===== src/rtl/irq_evt_pkg.sv =====
package irq_evt_pkg;

    localparam int EVT_N  = 4;
    localparam int DATA_W = 32;
    localparam int ADDR_W = 3;
    localparam int IDX_W  = $clog2(EVT_N + 1);

    localparam int BIT_HEALTH  = 0;
    localparam int BIT_REJECT  = 1;
    localparam int BIT_DONE    = 2;
    localparam int BIT_CAPTURE = 3;

    typedef enum logic [ADDR_W-1:0] {
        A_MASK    = 3'd0,
        A_RAW     = 3'd1,
        A_MSTAT   = 3'd2,
        A_SET     = 3'd3,
        A_CLR     = 3'd4,
        A_INDEX   = 3'd5,
        A_CAPDATA = 3'd6,
        A_NONE    = 3'd7
    } reg_addr_e;

    typedef struct packed {
        logic             mask_we;
        logic [EVT_N-1:0] mask_wd;
        logic [EVT_N-1:0] set_vec;
        logic [EVT_N-1:0] clr_vec;
        logic             idx_ack;
        logic             cap_ack;
    } flag_ctl_t;

    function automatic logic [EVT_N-1:0] idx_to_onehot(input logic [IDX_W-1:0] idx);
        logic [EVT_N-1:0] v;
        v = '0;
        for (int i = 0; i < EVT_N; i++) begin
            if (idx == IDX_W'(i + 1)) v[i] = 1'b1;
        end
        return v;
    endfunction

endpackage


===== src/rtl/irq_reg_port.sv =====
module irq_reg_port
    import irq_evt_pkg::*;
#(
    parameter int N = EVT_N,
    parameter int W = DATA_W
) (
    input  logic              bus_sel,
    input  logic              bus_wr,
    input  logic              bus_dbg,
    input  logic [ADDR_W-1:0] bus_addr,
    input  logic [W-1:0]      bus_wdata,
    input  logic [N-1:0]      raw_q,
    input  logic [N-1:0]      mask_q,
    input  logic [IDX_W-1:0]  idx,
    input  logic [W-1:0]      cap_data,
    output flag_ctl_t         ctl,
    output logic [W-1:0]      bus_rdata
);

    localparam int PAD_IDX = W - IDX_W;
    localparam int PAD_EVT = W - N;

    logic      wr_cyc;
    logic      rd_cyc;
    logic      rd_cpu;
    reg_addr_e addr;
    logic      unused_wdata_hi;

    assign addr            = reg_addr_e'(bus_addr);
    assign wr_cyc          = bus_sel & bus_wr;
    assign rd_cyc          = bus_sel & ~bus_wr;
    assign rd_cpu          = rd_cyc & ~bus_dbg;
    assign unused_wdata_hi = ^bus_wdata[W-1:N];

    always_comb begin
        ctl         = '0;
        ctl.mask_wd = bus_wdata[N-1:0];
        if (wr_cyc) begin
            unique case (addr)
                A_MASK:  ctl.mask_we = 1'b1;
                A_SET:   ctl.set_vec = bus_wdata[N-1:0];
                A_CLR:   ctl.clr_vec = bus_wdata[N-1:0];
                default: ;
            endcase
        end
        if (rd_cpu) begin
            ctl.idx_ack = (addr == A_INDEX);
            ctl.cap_ack = (addr == A_CAPDATA);
        end
    end

    always_comb begin
        bus_rdata = '0;
        if (rd_cyc) begin
            unique case (addr)
                A_MASK:    bus_rdata = {{PAD_EVT{1'b0}}, mask_q};
                A_RAW:     bus_rdata = {{PAD_EVT{1'b0}}, raw_q};
                A_MSTAT:   bus_rdata = {{PAD_EVT{1'b0}}, raw_q & mask_q};
                A_INDEX:   bus_rdata = {{PAD_IDX{1'b0}}, idx};
                A_CAPDATA: bus_rdata = cap_data;
                default:   bus_rdata = '0;
            endcase
        end
    end

endmodule


===== src/rtl/irq_prio_enc.sv =====
module irq_prio_enc
    import irq_evt_pkg::*;
#(
    parameter int N = EVT_N
) (
    input  logic [N-1:0]     pend,
    output logic [IDX_W-1:0] idx,
    output logic [N-1:0]     win
);

    logic [N:0] seen;

    assign seen[0] = 1'b0;

    for (genvar i = 0; i < N; i++) begin : g_chain
        assign win[i]      = pend[i] & ~seen[i];
        assign seen[i + 1] = seen[i] | pend[i];
    end

    always_comb begin
        idx = '0;
        for (int i = 0; i < N; i++) begin
            idx = idx | (win[i] ? IDX_W'(i + 1) : '0);
        end
    end

endmodule


===== src/rtl/irq_flag_bank.sv =====
module irq_flag_bank
    import irq_evt_pkg::*;
#(
    parameter int N = EVT_N
) (
    input  logic         clk,
    input  logic         rst,
    input  logic [N-1:0] evt,
    input  logic [N-1:0] set_vec,
    input  logic [N-1:0] clr_vec,
    input  logic         mask_we,
    input  logic [N-1:0] mask_wd,
    output logic [N-1:0] raw_q,
    output logic [N-1:0] mask_q
);

    for (genvar i = 0; i < N; i++) begin : g_flag
        always_ff @(posedge clk) begin
            if (rst) begin
                raw_q[i] <= 1'b0;
            end else if (evt[i] | set_vec[i]) begin
                raw_q[i] <= 1'b1;
            end else if (clr_vec[i]) begin
                raw_q[i] <= 1'b0;
            end
        end
    end

    always_ff @(posedge clk) begin
        if (rst) begin
            mask_q <= '0;
        end else if (mask_we) begin
            mask_q <= mask_wd;
        end
    end

endmodule


===== src/rtl/irq_evt_ctrl.sv =====
module irq_evt_ctrl
    import irq_evt_pkg::*;
#(
    parameter int W = DATA_W
) (
    input  logic              clk,
    input  logic              rst,
    input  logic [EVT_N-1:0]  evt_pulse,
    input  logic [W-1:0]      cap_data,
    input  logic              bus_sel,
    input  logic              bus_wr,
    input  logic              bus_dbg,
    input  logic [ADDR_W-1:0] bus_addr,
    input  logic [W-1:0]      bus_wdata,
    output logic [W-1:0]      bus_rdata,
    output logic              irq
);

    flag_ctl_t        ctl;
    logic [EVT_N-1:0] raw_q;
    logic [EVT_N-1:0] mask_q;
    logic [EVT_N-1:0] pend;
    logic [EVT_N-1:0] win;
    logic [IDX_W-1:0] idx;
    logic [EVT_N-1:0] clr_all;
    logic [EVT_N-1:0] cap_bit;

    assign pend    = raw_q & mask_q;
    assign cap_bit = EVT_N'(1) << BIT_CAPTURE;
    assign clr_all = ctl.clr_vec
                   | (ctl.idx_ack ? win : '0)
                   | (ctl.cap_ack ? cap_bit : '0);
    assign irq     = |pend;

    irq_reg_port #(.N(EVT_N), .W(W)) u_port (
        .bus_sel   (bus_sel),
        .bus_wr    (bus_wr),
        .bus_dbg   (bus_dbg),
        .bus_addr  (bus_addr),
        .bus_wdata (bus_wdata),
        .raw_q     (raw_q),
        .mask_q    (mask_q),
        .idx       (idx),
        .cap_data  (cap_data),
        .ctl       (ctl),
        .bus_rdata (bus_rdata)
    );

    irq_prio_enc #(.N(EVT_N)) u_enc (
        .pend (pend),
        .idx  (idx),
        .win  (win)
    );

    irq_flag_bank #(.N(EVT_N)) u_bank (
        .clk     (clk),
        .rst     (rst),
        .evt     (evt_pulse),
        .set_vec (ctl.set_vec),
        .clr_vec (clr_all),
        .mask_we (ctl.mask_we),
        .mask_wd (ctl.mask_wd),
        .raw_q   (raw_q),
        .mask_q  (mask_q)
    );

endmodule


===== config.mk =====
export PLATFORM = sky130hd
export DESIGN_NAME = irq_evt_ctrl
export DESIGN_NICKNAME = d
export VERILOG_FILES = /design/src/rtl/irq_evt_pkg.sv /design/src/rtl/irq_reg_port.sv /design/src/rtl/irq_prio_enc.sv /design/src/rtl/irq_flag_bank.sv /design/src/rtl/irq_evt_ctrl.sv
export SDC_FILE = /design/constraint.sdc
export NUM_CORES = 1
export LEC_CHECK = 0
export BUFFER_PORTS_ARGS = -buffer_cell sky130_fd_sc_hd__buf_4
export CAP_MARGIN = 20
export CORE_ASPECT_RATIO = 0.7
export CORE_UTILIZATION = 38
export DETAILED_ROUTE_END_ITERATION = 8
export GPL_ROUTABILITY_DRIVEN = 0
export PLACE_DENSITY = 0.87
export SKIP_CTS_REPAIR_TIMING = 1
export SLEW_MARGIN = 10
export SYNTH_ARGS = -nofsm -noshare
export SYNTH_HDL_FRONTEND = slang
export SYNTH_HIERARCHICAL = 1
export SYNTH_SLANG_ARGS = --single-unit

===== constraint.sdc =====
create_clock -name clk -period 3.6 [get_ports clk]
set_input_delay 0.72 -clock clk [delete_from_list [all_inputs] [get_ports clk]]
set_output_delay 0.72 -clock clk [all_outputs]
set_load 0.02 [all_outputs]

# Word-level counts from Yosys, hierarchy flattened
# Index checks and enable logic that the tools add are counted.
# totals
regBits	8
latchBits	0
inputBits	76
n_memories	0
mem_bits_rw	0
out_inout_bits	33
mem_bits_ro	0
word_cells	62
# op_classes
n_bitwise	23
n_div	0
order_cmp	0
mul	0
muxes	22
n_shift	0
add_sub_neg	0
reduce_logical	6
n_eq_ne	6
# op_table
cell	count
$pmux W32 S5	1
$mux W32	1
$mux W4	4
$mux W1	11
$eq A3 B3 Y1 const B	3
$mux W8	1
$or A4 B4 Y4	2
$reduce_bool A2 Y1	4
$and A1 B1 Y1	6
$eq A3 B2 Y1 const B	2
$mux W2	3
$or A1 B1 Y1	6
$or A3 B3 Y3	2
$not A1 Y1	5
$and A4 B4 Y4	1
$reduce_or A4 Y1	1
$eq A3 B1 Y1 const B	1
$logic_not A3 Y1	1
$mux W3	1
$or A3 B2 Y3	1

# Logic depth before layout (Yosys ltp)
# depth
word_depth	10
ltp_mapped	7
mapped_depth_nobuf	6

# Hierarchy
# The synthesis kept the hierarchy.
# modules_own_cells
mod	area_each_um2	cells_per_inst	seq_area_each_um2	n_inst
irq_reg_port	608.1	90	0.0	1
irq_flag_bank	291.5	30	160.2	1
irq_evt_ctrl	70.1	9	0.0	1
irq_prio_enc	60.1	9	0.0	1

# Worst setup path after synthesis
# No wires, ideal clock.
# synth_path
kind	input -> output
startpoint	input bus_addr[2]
endpoint	output bus_rdata[0]
path_slack_ns	1.206
n_path_buf	1
arrival_time_ns	1.674
path_stages	4
t_required_ns	2.880
path_cell_list	buf_2 -> nor3_1 -> nand2_1 -> a41oi_1
# synth_via
elab_chain_len	3
word_cells_on_any_way	7
classes_between	4 x eq/ne; 2 x mux; 1 x reduce/logical
# synth_rtl
element	line_no	source
from (decl)	irq_evt_ctrl.sv:13	input logic [ADDR_W-1:0] bus_addr,
$eq A3 B3 Y1 (tied with other cells)	irq_reg_port.sv:55	unique case (addr)
$pmux W32 S5 *	irq_reg_port.sv:55	
$mux W32 *	irq_reg_port.sv:54	if (rd_cyc) begin
to (decl)	irq_evt_ctrl.sv:15	output logic [W-1:0] bus_rdata,
# Every way passes the cells marked *; elsewhere a longest branch is shown, timed or not.

# Final worst setup path
# layout_path
startpoint	input bus_addr[0]
endpoint	output bus_rdata[4]
# The elaborated chain is that of the path after synthesis.

==> impl_metrics.tcl <==
set metrics [dict create \
    outcome "finished, final reports clean" \
    via_per_inst 4.86 \
    dp_hpwl_um 2380 \
    clockBufferDepth 2 \
    wirelength_um 2920 \
    period_share_pct 75.5 \
    slowest_delay_ns 0.56 \
    synth-async-reset-ratio_pct 0 \
    p_int_uw 216 \
    worstPathCellList "buf_4 -> nand2b_4 -> nor3_4 -> and2_2 -> buf_4" \
    syn_nets 214 \
    synthDistinctLibCells 34 \
    fin_skew_ns 0.00403 \
    drt_pre_antenna_iters 4 \
    diodes 0 \
    path_buf_inv 2 \
    cp-end-kind "output port" \
    synth_edf_count 0 \
    drive_gt1_share_pct 45.9 \
    critical_path_class "input pin to output port" \
    comb_power_share_pct 29.4 \
    grt_max_degree 29 \
    clkPwrFrac_pct 37.2 \
    dpl.cell_count 238 \
    dieArea_mm2 0.00293 \
    maxCapViolations 0 \
    finalSetupViolations 0 \
    drc 0 \
    synth_largest_area_cell "and2_1" \
    final_core_util_pct 63.8 \
    synth_seq_area_share_pct 15.6 \
    postSynthCellCount 138 \
    cp_top_family "simple AND/OR/NAND/NOR gates" \
    drv_slew 0 \
    irDropWorstVdd_mv 0.164 \
    avgSynthCellArea_um2 7.46 \
    ys.flop_type "dfxtp_1" \
    crit_top_cell "buf_4" \
    ys_warn_count 6 \
    layout_min_cycle_time_ns 2.72 \
    grt_pass1_vias 984 \
    drtAntennaViolNets 0 \
    p_seq_share_pct 33.4 \
    switching_share_pct 24.7 \
    synthesis.area_mm2 0.00103 \
    fin_nets 285 \
    cp.required_ns 2.88 \
    dr_total_vias 1172 \
    synthToLayoutAreaGrowth_pct 55.9 \
    yosysMostFrequentCell "and2_1" \
    synthTopCellsByCount "and2_1 (33), nor2_1 (15), dfxtp_1 (8)" \
    path_max_fanout 28 \
    cp_data_arrival_time_ns 2.00 \
    wl_per_cell_um 12.1 \
    dieHeight_um 45.6 \
    fillCellCount 241 \
    whs_ns 0.483 \
    cp-start-kind "input pin" \
    cts_tree "done" \
    port_buffers 80 \
    max_clock_freq_ghz 0.368 \
    start_util_pct 40.9 \
    synth_seq_cells 8 \
    ios 109 \
    p_leak_uw 0.000815 \
    antenna_found_initial 0 \
    clk-insertion-delay-late_ns 0.23 \
    power.switching_uw 70.9 \
    cts_root_buf "clkbuf_8" \
    finalNonFillerCells 241 \
    coreArea_mm2 0.00251 \
    hold_class "flip-flop to flip-flop" \
    rsz0062_at_grt "false" \
    slowest_stage "nor3_4" \
    htree_levels 1 \
    max_slew_margin_pct 47.1 \
    die_w_um 64.2 \
    drtIter0Drc 34 \
    tns_ns 0 \
    pwr_density_cell_mw_per_mm2 179 \
    cts_sinks 8 \
    worstMarginPinSlew_ns 0.782 \
    grt_pass1_wl_um 4530 \
    globalRouteTotalUtil_pct 20.0 \
    path_clk_slew_ns 0.04 \
    synth_area_leaders "and2_1 (20%), dfxtp_1 (16%), nor2_1 (5.5%)" \
    yosys.area.top_type_share_pct 20.0 \
    hold_viol_final 0 \
    rows 15 \
    cts_made_buffers 3 \
    gr-total-overflow 0 \
]
## cells by family (layout without fill, tap and decap cells)
logic type	Yosys count	after routing	share of synthesized area, %
and+or+nand+nor	94	94	58.3
AOI/OAI and AO/OA	16	16	10.3
buffers and inverters	15	84	10.9
DFF	8	8	15.6
muxes	5	5	4.86
## cell usage in the layout (no fill, tap or decap), drive strengths merged
| cell | netlist | final |
|---|---|---|
| a211o | 1 | 1 |
| a21o | 4 | 4 |
| a21oi | 4 | 4 |
| a31oi | 1 | 1 |
| a41oi | 3 | 3 |
| and2 | 40 | 40 |
| and3b | 3 | 3 |
| buf | 13 | 80 |
| clkbuf | 1 | 3 |
| dfxtp | 8 | 8 |
| inv | 1 | 1 |
| mux2i | 5 | 5 |
| nand2 | 5 | 5 |
| nand2b | 6 | 6 |
| nand3 | 5 | 5 |
| nand4b | 5 | 5 |
| nor2 | 15 | 15 |
| nor2b | 5 | 5 |
| nor3 | 2 | 2 |
| nor3b | 1 | 1 |
| nor4 | 1 | 1 |
| nor4b | 2 | 2 |
| o21ai | 3 | 3 |
| or3 | 1 | 1 |
| or3b | 2 | 2 |
| or4 | 1 | 1 |
## path summary, 6_finish.rpt
kind,startpoint,end,slack [ns],depth (start not counted)
min,u_bank/raw_q[1]$_SDFFE_PP0P_,u_bank/raw_q[1]$_SDFFE_PP0P_,0.48,2
max reg2reg,u_bank/mask_q[0]$_SDFFE_PP0P_,u_bank/raw_q[3]$_SDFFE_PP0P_,2.20,5
max,bus_addr[0],bus_rdata[4],0.88,5
min reg2reg,u_bank/raw_q[1]$_SDFFE_PP0P_,u_bank/raw_q[1]$_SDFFE_PP0P_,0.48,2
## area by class of cell
| class | count | area (µm²) | share of cell area, % |
|---|---|---|---|
| timing repair buffer | 80 | 601 | 37.4 |
| tap | 34 | 42.5 | 2.65 |
| inverter | 1 | 3.75 | 0.234 |
| clock buffer | 3 | 41.3 | 2.57 |
| multi-input combinational | 115 | 757 | 47.2 |
| sequential | 8 | 160 | 9.98 |
## flip-flops by register name (all words and copies together) (netlist names)
signal         count
u_bank/raw_q       4
u_bank/mask_q      4
## through the flow
stage	power (µW)	area, µm²	worst slack (ns)
2_1_floorplan	136	1030	1.21
3_3_place_gp	180	1560	0.882
3_5_place_dp	182	1560	0.874
4_1_cts	291	1610	0.876
5_1_grt	305	1610	0.763
6_report	287	1610	0.881
## power groups by stage
| stage | logic (µW) | clock network [µW] | registers (µW) |
|---|---|---|---|
| final | 84.4 | 107 | 95.8 |
| after global routing | 92.2 | 117 | 96.2 |
| after CTS | 84.5 | 111 | 96.0 |
| after detailed placement | 84.3 | 0 | 97.5 |
| after global placement | 83.1 | 0 | 97.3 |
| after floorplan | 39.9 | 0 | 96.4 |
## worst min-delay path, delay by kind of cell, from the launching register on
kind | cells | cell delay (ns)
flip-flops | 1 | 0.31
AND/OR/NAND/NOR | 1 | 0.07
AO/OA/AOI/OAI | 1 | 0.06
## per-layer routing
layer  global-route usage [%]  up-vias  part of all wire (%)
met5                        0        -                     0
met4                     1.33        0                     0
met3                     6.00        0                   9.8
met2                     37.2       51                    49
met1                     24.3      517                    41
li1                         -      604                     -
Note: power is estimated with default switching activity, not from simulation.
